<file path="src/rtl/tcg_pkg.sv">
package tcg_pkg;

  typedef enum logic {
    ALIGN_FRAME = 1'b0,
    ALIGN_MULTI = 1'b1
  } align_e;

  function automatic int unsigned idx_w(int unsigned n);
    return (n > 1) ? $clog2(n) : 1;
  endfunction

endpackage

</file>
<file path="src/rtl/tcg_pos_counter.sv">
module tcg_pos_counter
  import tcg_pkg::*;
#(
  parameter int unsigned BITS_PER_CH   = 8,
  parameter int unsigned NUM_CH        = 32,
  parameter int unsigned FRAMES_PER_MF = 16,
  localparam int unsigned BW = idx_w(BITS_PER_CH),
  localparam int unsigned CW = idx_w(NUM_CH),
  localparam int unsigned FW = idx_w(FRAMES_PER_MF)
) (
  input  logic          clk,
  input  logic          rst,
  input  logic          load,
  input  align_e        align,
  output logic [BW-1:0] bit_q,
  output logic [CW-1:0] ch_q,
  output logic [FW-1:0] fr_q,
  output logic [BW-1:0] bit_d,
  output logic [CW-1:0] ch_d,
  output logic [FW-1:0] fr_d
);

  localparam logic [BW-1:0] BIT_LAST = BW'(BITS_PER_CH - 1);
  localparam logic [CW-1:0] CH_LAST  = CW'(NUM_CH - 1);

  logic bit_wrap;
  logic frame_wrap;

  assign bit_wrap   = (bit_q == BIT_LAST);
  assign frame_wrap = bit_wrap && (ch_q == CH_LAST);

  // bit and timeslot counters
  always_comb begin
    if (load) begin
      bit_d = '0;
      ch_d  = '0;
    end else begin
      bit_d = bit_wrap ? '0 : bit_q + 1'b1;
      if (bit_wrap)
        ch_d = (ch_q == CH_LAST) ? '0 : ch_q + 1'b1;
      else
        ch_d = ch_q;
    end
  end

  always_ff @(posedge clk) begin
    if (rst) begin
      bit_q <= '0;
      ch_q  <= '0;
    end else begin
      bit_q <= bit_d;
      ch_q  <= ch_d;
    end
  end

  // frame counter, absent when the multiframe has a single frame
  generate
    if (FRAMES_PER_MF > 1) begin : g_frame
      localparam logic [FW-1:0] FR_LAST = FW'(FRAMES_PER_MF - 1);
      logic [FW-1:0] fr_inc;
      assign fr_inc = (fr_q == FR_LAST) ? '0 : fr_q + 1'b1;

      always_comb begin
        if (load)
          fr_d = (align == ALIGN_MULTI) ? '0 : fr_inc;
        else if (frame_wrap)
          fr_d = fr_inc;
        else
          fr_d = fr_q;
      end

      always_ff @(posedge clk) begin
        if (rst) fr_q <= '0;
        else     fr_q <= fr_d;
      end

      assert_mf_load_R6: assert property (@(posedge clk) disable iff (rst)
        (load && align == ALIGN_MULTI) |=> (fr_q == '0));
    end else begin : g_no_frame
      assign fr_d = '0;
      always_ff @(posedge clk) fr_q <= '0;
    end
  endgenerate

  assert_load_aligns_R5: assert property (@(posedge clk) disable iff (rst)
    load |=> (bit_q == '0 && ch_q == '0));

  assert_bit_advance_R4: assert property (@(posedge clk) disable iff (rst)
    (!load && !bit_wrap) |=> (bit_q == $past(bit_q) + 1'b1 && ch_q == $past(ch_q)));

endmodule

</file>
<file path="src/rtl/tcg_strobe_gen.sv">
module tcg_strobe_gen
  import tcg_pkg::*;
#(
  parameter int unsigned BITS_PER_CH   = 8,
  parameter int unsigned NUM_CH        = 32,
  parameter int unsigned FRAMES_PER_MF = 16,
  localparam int unsigned BW = idx_w(BITS_PER_CH),
  localparam int unsigned CW = idx_w(NUM_CH),
  localparam int unsigned FW = idx_w(FRAMES_PER_MF)
) (
  input  logic              clk,
  input  logic              rst,
  input  logic [BW-1:0]     bit_d,
  input  logic [CW-1:0]     ch_d,
  input  logic [FW-1:0]     fr_d,
  input  logic [NUM_CH-1:0] blk_mask,
  input  logic              dir_out,
  input  align_e            align,
  output logic              chan_clk,
  output logic              chan_blk,
  output logic              sync_out
);

  localparam logic [BW-1:0] BIT_LAST = BW'(BITS_PER_CH - 1);

  logic at_frame_start;
  logic at_boundary;

  assign at_frame_start = (bit_d == '0) && (ch_d == '0);
  assign at_boundary    = at_frame_start && ((align == ALIGN_FRAME) || (fr_d == '0));

  // outputs are registered from the next position, so they line up with it
  always_ff @(posedge clk) begin
    if (rst) begin
      chan_clk <= 1'b0;
      chan_blk <= 1'b0;
      sync_out <= 1'b0;
    end else begin
      chan_clk <= (bit_d == BIT_LAST);
      chan_blk <= blk_mask[ch_d];
      sync_out <= dir_out && at_boundary;
    end
  end

  assert_chclk_single_R2: assert property (@(posedge clk) disable iff (rst)
    chan_clk |=> !chan_clk);

endmodule

</file>
<file path="src/rtl/e1_tx_chan_timing.sv">
module e1_tx_chan_timing
  import tcg_pkg::*;
#(
  parameter int unsigned BITS_PER_CH   = 8,
  parameter int unsigned NUM_CH        = 32,
  parameter int unsigned FRAMES_PER_MF = 16
) (
  input  logic              clk,
  input  logic              rst,
  input  logic              sync_in,
  input  logic              sync_dir_out,
  input  logic              sync_mf,
  input  logic [NUM_CH-1:0] blk_mask,
  output logic              chan_clk,
  output logic              chan_blk,
  output logic              sync_out
);

  localparam int unsigned BW = idx_w(BITS_PER_CH);
  localparam int unsigned CW = idx_w(NUM_CH);
  localparam int unsigned FW = idx_w(FRAMES_PER_MF);
  localparam logic [BW-1:0] BIT_LAST = BW'(BITS_PER_CH - 1);

  logic [BW-1:0] bit_q, bit_d;
  logic [CW-1:0] ch_q, ch_d;
  logic [FW-1:0] fr_q, fr_d;
  logic          load;
  align_e        align;

  assign align = sync_mf ? ALIGN_MULTI : ALIGN_FRAME;
  assign load  = sync_in && !sync_dir_out;

  tcg_pos_counter #(
    .BITS_PER_CH  (BITS_PER_CH),
    .NUM_CH       (NUM_CH),
    .FRAMES_PER_MF(FRAMES_PER_MF)
  ) u_pos (
    .clk  (clk),
    .rst  (rst),
    .load (load),
    .align(align),
    .bit_q(bit_q),
    .ch_q (ch_q),
    .fr_q (fr_q),
    .bit_d(bit_d),
    .ch_d (ch_d),
    .fr_d (fr_d)
  );

  tcg_strobe_gen #(
    .BITS_PER_CH  (BITS_PER_CH),
    .NUM_CH       (NUM_CH),
    .FRAMES_PER_MF(FRAMES_PER_MF)
  ) u_strobe (
    .clk     (clk),
    .rst     (rst),
    .bit_d   (bit_d),
    .ch_d    (ch_d),
    .fr_d    (fr_d),
    .blk_mask(blk_mask),
    .dir_out (sync_dir_out),
    .align   (align),
    .chan_clk(chan_clk),
    .chan_blk(chan_blk),
    .sync_out(sync_out)
  );

  assert_chclk_at_lsb_R2: assert property (@(posedge clk) disable iff (rst)
    !$past(rst) |-> (chan_clk == (bit_q == BIT_LAST)));

  assert_sync_at_start_R7: assert property (@(posedge clk) disable iff (rst)
    sync_out |-> (bit_q == '0 && ch_q == '0));

  assert_sync_in_ignored_R9: assert property (@(posedge clk) disable iff (rst)
    (sync_dir_out && bit_q != BIT_LAST) |=> (bit_q == $past(bit_q) + 1'b1));

endmodule

</file>
<file path="config.mk">
export PLATFORM = sky130hd
export DESIGN_NAME = e1_tx_chan_timing
export DESIGN_NICKNAME = d
export VERILOG_FILES = /design/src/rtl/tcg_pkg.sv /design/src/rtl/tcg_pos_counter.sv /design/src/rtl/tcg_strobe_gen.sv /design/src/rtl/e1_tx_chan_timing.sv
export SDC_FILE = /design/constraint.sdc
export NUM_CORES = 1
export LEC_CHECK = 0
export ABC_AREA = 1
export BUFFER_PORTS_ARGS = -buffer_cell sky130_fd_sc_hd__buf_2
export CAP_MARGIN = 10
export CORE_MARGIN = 2
export CORE_UTILIZATION = 35
export DETAILED_ROUTE_END_ITERATION = 7
export RECOVER_POWER = 25
export SYNTH_ARGS = -nofsm -noshare
export SYNTH_HDL_FRONTEND = slang
export SYNTH_SLANG_ARGS = --single-unit
</file>
<file path="constraint.sdc">
create_clock -name clk -period 1.85 [get_ports clk]
set_clock_uncertainty 0.15 [all_clocks]
set_input_delay 0.2775 -clock clk [delete_from_list [all_inputs] [get_ports clk]]
set_output_delay 0.2775 -clock clk [all_outputs]
set_load 0.1 [all_outputs]
</file>
Word level (Yosys, flattened, before mapping)

Index checks and enable logic that the tools add are counted.

Bits in registers: 15
Input bits: 37
Output and inout bits: 3
Word-level logic and storage cells: 37

Eq/ne operators: 4
Bitwise logic cells: 1
Magnitude comparators: 1
Reduce and logical (&&, ||, !) cells: 10
Add/subtract/negate cells: 3
Multiplexer cells: 12

Operators by type and width:

| cell                                                                 | count |
|---|---|
| 4-bit 2-to-1 mux                                                     | 4 |
| 5-bit 2-to-1 mux                                                     | 3 |
| 3-bit == test, second input constant                                 | 2 |
| 5-bit by 6-bit < comparator with 1-bit output, second input constant | 1 |
| 3-bit 2-to-1 mux                                                     | 2 |
| 5-bit by 1-bit adder with 5-bit output, second input constant        | 1 |
| 1-bit binary-select mux with 5-bit select                            | 1 |
| 5-bit == test, second input constant                                 | 1 |
| 1-bit logical AND                                                    | 5 |
| 5-bit zero test                                                      | 1 |
| 4-bit by 1-bit adder with 4-bit output, second input constant        | 1 |
| 4-bit == test, second input constant                                 | 1 |
| 4-bit zero test                                                      | 1 |
| 3-bit by 1-bit adder with 3-bit output, second input constant        | 1 |
| 3-bit zero test                                                      | 1 |
| 1-bit 2-to-1 mux                                                     | 2 |
| 1-bit zero test                                                      | 1 |
| 1-bit logical OR                                                     | 1 |
| 1-bit NOT                                                            | 1 |

Longest topological paths before layout

Depth after elaboration: 8
Gate-level depth with buffers: 15
Gate-level depth less buffers: 15

Hierarchy

A second synthesis with hierarchy kept.

Cells, all modules: 207
Area, all modules: 1233.7 um2

Modules (own cells, without submodules):

| module            | cells an instance | area an instance (um2) | instances | sequential area each (um2) |
|---|---|---|---|---|
| tcg_pos_counter   | 90                | 658.1                  | 1         | 240.2 |
| tcg_strobe_gen    | 115               | 565.5                  | 1         | 60.1 |
| e1_tx_chan_timing | 2                 | 10.0                   | 1         | 0.0 |

Worst setup path after synthesis

OpenSTA, ideal clock, no wires.

Kind: reg2reg
Start: reg u_pos.ch_q[0]
End: reg u_strobe.chan_blk
Arrival: 1661 ps
Path buffers: 0
Clock period less this slack: 1923 ps
Required time: 1588 ps
Setup slack: -73 ps
Stages on the path, launching flop included: 15
Setup time: 112 ps
Cells stage by stage: dfxtp_1 > ha_1 > inv_1 > nor3_1 > ha_1 > nand2_1 > inv_2 > nor2_4 > nand3_2 > inv_1 > nand3_1 > nand3_1 > nand2_1 > nand2_1 > nand2_1

Longest elaborated chain between the ends: 6
Elaborated cells between the ends (all ways): 7
Those cells by class: 1 x add/sub; 1 x eq/ne; 5 x mux

RTL lines:

| element                                                                 | RTL line              | RTL |
|---|---|---|
| start, declared                                                         | tcg_pos_counter.sv:16 | `output logic [CW-1:0] ch_q,` |
| start signal, assigned                                                  | tcg_pos_counter.sv:52 | `ch_q <= ch_d;` |
| 5-bit by 1-bit adder with 5-bit output or 5-bit == test (tied branches) | tcg_pos_counter.sv:40 | `ch_d = (ch_q == CH_LAST) ? '0 : ch_q + 1'b1;` |
| 5-bit 2-to-1 mux                                                        | tcg_pos_counter.sv:40 |  |
| 5-bit 2-to-1 mux *                                                      | tcg_pos_counter.sv:39 | `if (bit_wrap)` |
| 5-bit 2-to-1 mux *                                                      | tcg_pos_counter.sv:34 | `if (load) begin` |
| 1-bit binary-select mux with 5-bit select *                             | tcg_strobe_gen.sv:40  | `chan_blk <= blk_mask[ch_d];` |
| 1-bit 2-to-1 mux (implied by the code) *                                | tcg_strobe_gen.sv:40  |  |
| end signal, assigned                                                    | tcg_strobe_gen.sv:40  |  |
| end, declared                                                           | tcg_strobe_gen.sv:20  | `output logic chan_blk,` |

Mark *: on every way between the ends. The rest lies on a longest branch, timed or not. The select of a mux whose other input is x is not followed.
A chain may end at the register's enable or synchronous reset.

Worst setup path in the final report

Start: reg u_pos.ch_q[1]
End: reg u_strobe.chan_blk

The elaborated chain is that of the path after synthesis.

==> flow_metrics.py <==
metrics = {
    "timing": {
        "period_share_pct": 109.5,
        "worstMarginPinSlew_ps": 482.7,
        "timing.fmax_ghz": 0.4935,
        "whs_ps": 18.34,
        "fin_crit_ps": 2026,
        "fin_ws_ps": -176.5,
        "grt_setup_unrepaired": "true",
        "final-setup-viol-count": 3,
        "hold_viol": 0,
        "slew_violations": 0,
        "slew_headroom_pct": 68.04,
    },
    "placed_design": {
        "postPlaceCellArea_um2": 1678,
        "gp_congestion": 0.8146,
        "portBuffers": 39,
        "dp.cells": 305,
        "dp_hpwl_um": 2505,
    },
    "power_and_ir_drop": {
        "netSwitchingPower_mw": 0.2140,
        "internal-power_mw": 0.4970,
        "comb_power_share_pct": 25.3,
        "p_sw_share_pct": 30.10,
        "seqPwrFrac_pct": 47.5,
        "vdd_drop_max_mv": 0.2129,
        "leakage_nw": 1.037,
        "clkPwrFrac_pct": 27.2,
        "power_density_nw_per_um2": 367.1,
    },
    "grt": {
        "grt_start_max_net_pins": 16,
        "grt_usage_pct": 18.41,
        "antenna_found_initial": 0,
        "grt_pass1_wl_um": 6016,
        "grt_pass1_vias": 1478,
        "overflow": 0,
    },
    "final_layout": {
        "area_delta_synth_final_pct": 57.48,
        "final_area_um2": 1937,
        "final_util_pct": 57.59,
        "final_cells": 316,
        "layout-drive-gt1-share_pct": 44.81,
        "layout.nets": 313,
        "fillers": 381,
        "antenna-diode-count": 0,
    },
    "synth": {
        "synth_nets": 241,
        "ys_ff_latch": 15,
        "synth_top_area_share_pct": 24.42,
        "synth_edf_count": 0,
        "synth_warnings": 0,
        "synth_area_um2": 1230,
        "yosysTopAreaCell": "dfxtp_1",
        "synth-main-ff-cell": "dfxtp_1",
        "synthCells": 199,
        "synth_commonest_cells": "inv_1 (43), nand3_1 (42), nand2_1 (32), dfxtp_1 (15), nor2_1 (15)",
        "postSynthAreaPerCell_um2": 6.181,
        "synthArstFlopShare_pct": 0,
        "yosysUniqueCellTypes": 28,
        "ys_seq_area_share_pct": 24.42,
        "yosys-top-cells-area": "dfxtp_1 (24%), nand3_1 (17%), inv_1 (13%), nand2_1 (9.8%), ha_1 (5.1%)",
        "synthMostInstantiatedCell": "inv_1",
    },
    "clock_network": {
        "numCtsBuffers": 3,
        "htree_levels": 1,
        "cts_hold_buf": 0,
        "cts_buffer_depth": 2,
        "clk_pin_slew_ps": 100,
        "clockRootBuffer": "clkbuf_4",
        "clock-sinks": 15,
        "cts_tree": "done",
        "clkLatencyLatePin_ps": 290,
    },
    "die": {
        "io_pins": 40,
        "die_w_um": 63.28,
        "rows": 21,
        "core_area_um2": 3363,
        "die_area_um2": 4004,
        "start_util_pct": 36.57,
        "die_y_um": 63.28,
    },
    "setup_path": {
        "worst_setup_path_start_kind": "register",
        "crit_type": "reg -> reg",
        "worstPathArrival_ps": 2070,
        "cp.required_ps": 1890,
        "crit_path_end_kind": "register",
        "crit_fanout": 5,
    },
    "detailed_routing": {
        "drc": 0,
        "vias": 1453,
        "wirelength_um": 3453,
        "dr.first_iter.drc_count": 17,
        "via_per_inst": 4.598,
        "drt_pass1_iterations": 4,
        "ant_nets": 0,
        "routedWlPerCell_um": 10.93,
    },
    "run_status": {
        "status": "finished, violations left",
        "violations": "negative setup slack",
    },
    "min_path": {
        "hold_class": "in -> reg",
    },
    "job": {
        "cap_violations": 0,
    },
}
## cell usage in the layout, fill, tap and decap left out, types with 3 or more instances in the layout
cell type and instances:
nand3_1 36, nor2_2 4, nand3b_1 6, nand2_1 26
buf_2 39, ha_4 3, inv_2 4, nor3_2 3
nand3_4 3, nand2_2 7, inv_1 40, buf_6 5
dfxtp_1 12, nand3_2 6, clkbuf_4 3, buf_4 25
dfxtp_2 3, nor3_1 3, nor2_1 13
## final cells by class
cell class	instances	area (um2)	share of cell area [%]
multi-input combinational	134	895.9	46.25
tap	46	57.56	2.972
inverter	46	177.7	9.173
clock inverter	1	5.005	0.2584
sequential	15	304.0	15.70
timing repair buffer	71	474.2	24.48
clock buffer	3	22.52	1.163
## power by group through the flow
stage / Clock [mW] / Sequential [mW] / Combinational, mW
finish: 0.193 / 0.338 / 0.180
detailed placement: 0 / 0.343 / 0.154
floorplan: 0 / 0.360 / 0.0760
global placement: 0 / 0.343 / 0.153
CTS: 0.195 / 0.337 / 0.165
global route: 0.209 / 0.339 / 0.204
## metrics by stage
| stage | power, mW | setup TNS, ps | setup slack (ps) |
|---|---|---|---|
| floorplan | 0.4364 | -4.705 | -4.705 |
| global placement | 0.4968 | -527.4 | -209.4 |
| detailed placement | 0.4972 | -503.5 | -198.1 |
| CTS | 0.6967 | -194.9 | -121.5 |
| global route | 0.7514 | -1017 | -272.9 |
| finish | 0.7110 | -329.3 | -176.5 |
## worst paths after layout
check                     start                end  slack [ps]  cells after the start
setup / recovery  u_pos.ch_q[1]  u_strobe.chan_blk        -180                     15
hold reg to reg   u_pos.fr_q[3]      u_pos.fr_q[3]         490                      3
hold / removal          sync_mf  u_strobe.sync_out          20                      2
setup reg to reg  u_pos.ch_q[1]  u_strobe.chan_blk        -180                     15
## worst max-delay path, cell delays in order, from the launching register on
cell and delay [ps]:
dfxtp_2 340, ha_4 160, inv_2 60, nor3_2 40, ha_2 180, nand2_2 80
inv_2 50, nor2_4 190, buf_12 160, nand3_4 110, nand3_2 100, nand3_1 70
nand3_1 90, nand2_1 50, nand2_1 50, nand2_1 40
## layer usage
metal | global-route usage, % | part of all wire [%] | up-vias | routed length [um]
met5 | 0 | 0 | - | 0
met4 | 5.163 | 1.2 | 0 | 40
met3 | 2.321 | 2.6 | 4 | 91
met2 | 33.38 | 50 | 27 | 1743
met1 | 22.75 | 46 | 645 | 1578
li1 | - | - | 777 | -
## sequential cells by signal, summed over array words and instances (netlist names)
register and flops:
u_pos.fr_q 4, u_strobe.chan_blk 1, u_pos.bit_q 3, u_pos.ch_q 5, u_strobe.chan_clk 1, u_strobe.sync_out 1
## kinds of logic after synthesis
| family | share of synthesized area [%] |
|---|---|
| muxes | 0.8139 |
| xor gates and xnor gates | 0.7122 |
| DFF | 24.42 |
| and+or+nand+nor | 48.02 |
| buffers and inverters | 17.50 |
| adders and majority gates | 5.086 |
| AOI/OAI and AO/OA | 3.459 |
## repair_timing
action / CTS / global route
buffers inserted: 4 / 2
gates resized for setup: 17 / 25
endpoints found under the hold margin: 0 / 0
pin swaps: 3 / 8
cloned: 1 / 0
setup endpoints to repair: 6 / 8
(Power assumes the default switching activity.)
